<file path="src/rtl/cla_alu.sv">
module cla_alu #(
  parameter int WIDTH = 16,
  parameter int GROUP = 4
) (
  input  logic [WIDTH-1:0] op_a,
  input  logic [WIDTH-1:0] op_b,
  input  logic [2:0]       opcode,
  output logic [WIDTH-1:0] result,
  output logic             carry_out
);
  localparam int NGRP = WIDTH / GROUP;

  localparam logic [2:0] OP_ADD  = 3'd0;
  localparam logic [2:0] OP_XOR  = 3'd1;
  localparam logic [2:0] OP_INC  = 3'd2;
  localparam logic [2:0] OP_PASS = 3'd3;
  localparam logic [2:0] OP_XNOR = 3'd5;
  localparam logic [2:0] OP_SUB  = 3'd6;

  logic inv_a, zero_b, cin0, use_logic, log_inv, kill, arith;

  always_comb begin
    inv_a = 1'b0; zero_b = 1'b0; cin0 = 1'b0;
    use_logic = 1'b0; log_inv = 1'b0; kill = 1'b0; arith = 1'b1;
    case (opcode)
      OP_ADD:  ;
      OP_SUB:  begin inv_a = 1'b1; cin0 = 1'b1; end
      OP_INC:  begin zero_b = 1'b1; cin0 = 1'b1; end
      OP_PASS: begin zero_b = 1'b1; arith = 1'b0; end
      OP_XOR:  begin use_logic = 1'b1; arith = 1'b0; end
      OP_XNOR: begin use_logic = 1'b1; log_inv = 1'b1; arith = 1'b0; end
      default: begin kill = 1'b1; arith = 1'b0; end
    endcase
  end

  logic [WIDTH-1:0] gen, prop;
  logic [WIDTH:0]   carry;
  logic [NGRP-1:0]  grp_g, grp_p;
  logic [NGRP:0]    grp_c;

  for (genvar i = 0; i < WIDTH; i++) begin : g_slice
    logic ae, be, lx;
    assign ae        = op_a[i] ^ inv_a;
    assign be        = op_b[i] & ~zero_b;
    assign gen[i]    = ae & be;
    assign prop[i]   = ae ^ be;
    assign lx        = op_a[i] ^ op_b[i] ^ log_inv;
    assign result[i] = kill ? 1'b0 : (use_logic ? lx : (prop[i] ^ carry[i]));
  end

  function automatic logic span(input logic [WIDTH-1:0] g, input logic [WIDTH-1:0] p,
                                input logic ci, input int k);
    logic acc, prod;
    acc = ci;
    for (int n = 0; n < k; n++) acc = acc & p[n];
    for (int m = 0; m < k; m++) begin
      prod = g[m];
      for (int n = m + 1; n < k; n++) prod = prod & p[n];
      acc = acc | prod;
    end
    return acc;
  endfunction

  always_comb begin
    logic [WIDTH-1:0] lg, lp;
    for (int j = 0; j < NGRP; j++) begin
      lg = gen >> (j * GROUP);
      lp = prop >> (j * GROUP);
      grp_g[j] = span(lg, lp, 1'b0, GROUP);
      grp_p[j] = &lp[GROUP-1:0];
    end
    lg = '0; lp = '0;
    lg[NGRP-1:0] = grp_g;
    lp[NGRP-1:0] = grp_p;
    for (int j = 0; j <= NGRP; j++) grp_c[j] = span(lg, lp, cin0, j);
    for (int j = 0; j < NGRP; j++) begin
      lg = gen >> (j * GROUP);
      lp = prop >> (j * GROUP);
      for (int k = 0; k < GROUP; k++) carry[j*GROUP + k] = span(lg, lp, grp_c[j], k);
    end
    carry[WIDTH] = grp_c[NGRP];
  end

  assign carry_out = arith & carry[WIDTH];
endmodule

</file>
<file path="config.mk">
export PLATFORM = sky130hd
export DESIGN_NAME = cla_alu
export DESIGN_NICKNAME = d
export VERILOG_FILES = /design/src/rtl/cla_alu.sv
export SDC_FILE = /design/constraint.sdc
export NUM_CORES = 1
export LEC_CHECK = 0
export BUFFER_PORTS_ARGS = -buffer_cell sky130_fd_sc_hd__buf_2
export CAP_MARGIN = 40
export CORE_ASPECT_RATIO = 1.2
export CORE_MARGIN = 8
export CORE_UTILIZATION = 53
export DETAILED_ROUTE_END_ITERATION = 8
export PLACE_DENSITY_LB_ADDON = 0.12
export RECOVER_POWER = 50
export SLEW_MARGIN = 20
export SYNTH_ARGS = -nofsm -noshare
export SYNTH_HDL_FRONTEND = slang
export SYNTH_SLANG_ARGS = --single-unit
</file>
<file path="constraint.sdc">
create_clock -name vclk -period 4.5
set_input_delay 0.9 -clock vclk [all_inputs]
set_output_delay 0.9 -clock vclk [all_outputs]
set_load 0.1 [all_outputs]
</file>
==> metrics.csv <==
stage,metric,value,unit
global_routing,GRT met2 Usage,40.9,%
sta,post-route clock period utilization,104,%
global_routing,first-pass GRT wire length,7.46,mm
setup_path,Setup CP Type,primary input to primary output,
setup_path,"Arr. time, crit path",3.77,ns
cells_and_area,share of layout cells above drive strength 1,45.9,%
logic_synthesis,Cells after Synth,177,
cells_and_area,Layout area overhead,67.2,%
setup_path,"critical path fanouts, max",6,
logic_synthesis,most common cell in the netlist,xnor2_1,
logic_synthesis,share of the synthesized area in the top cell type,23.5,%
min_path,Worst Hold Class,primary input to primary output,
logic_synthesis,Synth Net Count,236,
logic_synthesis,Synth cell types,28,
global_routing,GR peak layer,met2,
min_path,WHS Endpoint,result[4],
cells_and_area,Post-Layout Cell Count,279,
cells_and_area,register area,0,µm²
global_routing,vias in the first global route,1672,
pwr,Leakage,1.07,nW
sta,Final Hold Viols,0,
min_path,Worst Min Path Start,op_b[4],
sta,Slew HR,22.1,%
sta,Final setup viols,7,
pwr,worst-case vdd ir drop,0.291,mV
logic_synthesis,synthesized area,1420,µm²
global_routing,initial antenna violation count,0,
routing,total wire length,6.01,mm
sta,RSZ-0062 raised after global routing,true,
run_status,failing checks,setup timing,
run_status,outcome,"finished, violations left",
floorplanning,boundary pin count,52,
routing,ANT nets after route,0,
cells_and_area,Layout clock buffers,0,
placed_design,HPWL Detailed,3.80,mm
routing,WL per Instance,21.5,µm
setup_path,startpoint types,primary input,
cells_and_area,nets,307,
logic_synthesis,Synth area leader,xnor2_1,
min_path,hold depth,4,
floorplanning,Core Region,2550,µm²
floorplanning,Die Area,4590,µm²
logic_synthesis,sequential area share after synthesis,0,%
floorplanning,Rows,20,
pwr,pwr/cell area,331,nW/µm²
sta,Final Max Slew Viols,0,
sta,fin crit period,4.67,ns
sta,setup ws final,-0.170,ns
logic_synthesis,synthesized area per cell,8.01,µm²
routing,Vias,1687,
routing,DRC violation count after routing,0,
job,MaxCap Viol Count,0,
floorplanning,initial core utilization,55.5,%
cells_and_area,diode count,0,
routing,First DRT Iteration DRCs,98,
routing,Pre-Repair DR Iteration Count,4,
setup_path,WP data required,3.60,ns
cells_and_area,filler instances,91,
placed_design,placed cells,271,
placed_design,RePlAce Congestion,0.882,
global_routing,routing usage on met3,2.00,%
floorplanning,Die Span X,63.2,µm
routing,vias per inst,6.05,
pwr,overall power,0.784,mW
setup_path,Setup crit end kind,primary output,
global_routing,largest net degree at the start of global routing,14,
cells_and_area,Seq cells,0,
global_routing,total track usage,19.0,%
logic_synthesis,top post-synthesis cells by area,"xnor2_1 (23%), ha_1 (18%), xor2_1 (14%)",
logic_synthesis,Post-synth top cells,"xnor2_1 (38), xor2_1 (22), ha_1 (20)",
sta,Worst Tran Pin Value,1.17,ns
logic_synthesis,Synth Warn #,0,
global_routing,global route overflow,0,
sta,Max Freq,214,MHz
floorplanning,Die Y,72.7,µm
global_routing,met1 GRT Util,19.1,%
placed_design,Buffers on Ports,52,
-- timing repair --
item	CTS	global route
pin swaps	6	14
buffers inserted	1	5
gates cloned	1	0
resized for setup	5	21
hold buffers	0	0
endpoints found under the setup margin	3	9
-- cell families (layout without fill, tap and decap cells) --
logic type	after synthesis	in the layout	share of synthesized area, %
buf+inv	17	85	6.27
simple gates	35	36	14.3
compound gates	41	41	19.1
xor+xnor	60	60	37.1
fa+ha+maj	24	24	23.3
-- where the power goes --
part           switching (mW)  total [mW]  internal (mW)
Sequential                  0           0              0
Clock                       0           0              0
Combinational           0.486       0.784          0.298
-- metrics by stage --
step | cell area, µm² | utilization [%] | hold WS, ns | setup slack [ns] | TNS (ns)
after floorplan | 1630 | - | 2.17 | 0.0150 | 0
after global placement | 2220 | 86.8 | 2.28 | 0.0383 | 0
after detailed placement | 2220 | 86.8 | 2.30 | -0.105 | -0.124
after CTS | 2250 | 88.1 | 2.31 | 0.0159 | 0
after global routing | 2370 | 92.8 | 2.33 | -0.321 | -1.17
final | 2370 | 92.8 | 2.30 | -0.170 | -0.471
-- final cells by class --
class / instances / area, µm² / share of cell area, %
tap: 33 / 41.3 / 1.74
multi-input combinational: 161 / 1610 / 68.0
timing repair buffer: 75 / 676 / 28.5
inverter: 10 / 42.5 / 1.80
-- worst max-delay path: stages --
cell,delay [ns]
buf_6,0.10
nor2_4,0.19
nand2_4,0.14
buf_4,0.17
xnor2_2,0.13
ha_1,0.32
o21ai_1,0.18
nand2b_1,0.09
a31oi_2,0.27
a21oi_4,0.07
ha_2,0.19
o21ai_1,0.18
nand2b_1,0.12
buf_4,0.15
xnor2_1,0.25
o22ai_4,0.13
buf_12,0.18
-- metal layers --
layer / vias up / wire [µm]
met5: - / 0
met4: 0 / 257
met3: 27 / 245
met2: 83 / 3310
met1: 835 / 2200
li1: 742 / -
-- cells in the final DEF, fill, tap and decap left out, types with 3 or more instances in the layout --
cell / n
o21ai_1: 4
a21oi_1: 4
nand2_1: 5
xnor2_2: 5
fa_1: 3
buf_12: 15
buf_4: 22
o22ai_2: 6
inv_1: 8
xnor2_1: 33
a21o_1: 5
nand2b_1: 5
ha_1: 18
xor2_1: 21
buf_2: 33
a21oi_2: 5
o22ai_4: 9
and2_1: 16
-- how the worst max path moves through the flow --
stage | startpoint | endpoint | slack [ns] | cells past startpoint
after floorplan | opcode[2] | result[15] | 0.01 | 15
after global placement | opcode[1] | result[15] | 0.04 | 18
after detailed placement | opcode[1] | result[15] | -0.10 | 18
after CTS | opcode[1] | result[15] | 0.02 | 18
after global routing | opcode[0] | result[14] | -0.32 | 17
final | opcode[0] | result[14] | -0.17 | 17
No activity file was read; power rests on OpenSTA's default activity.
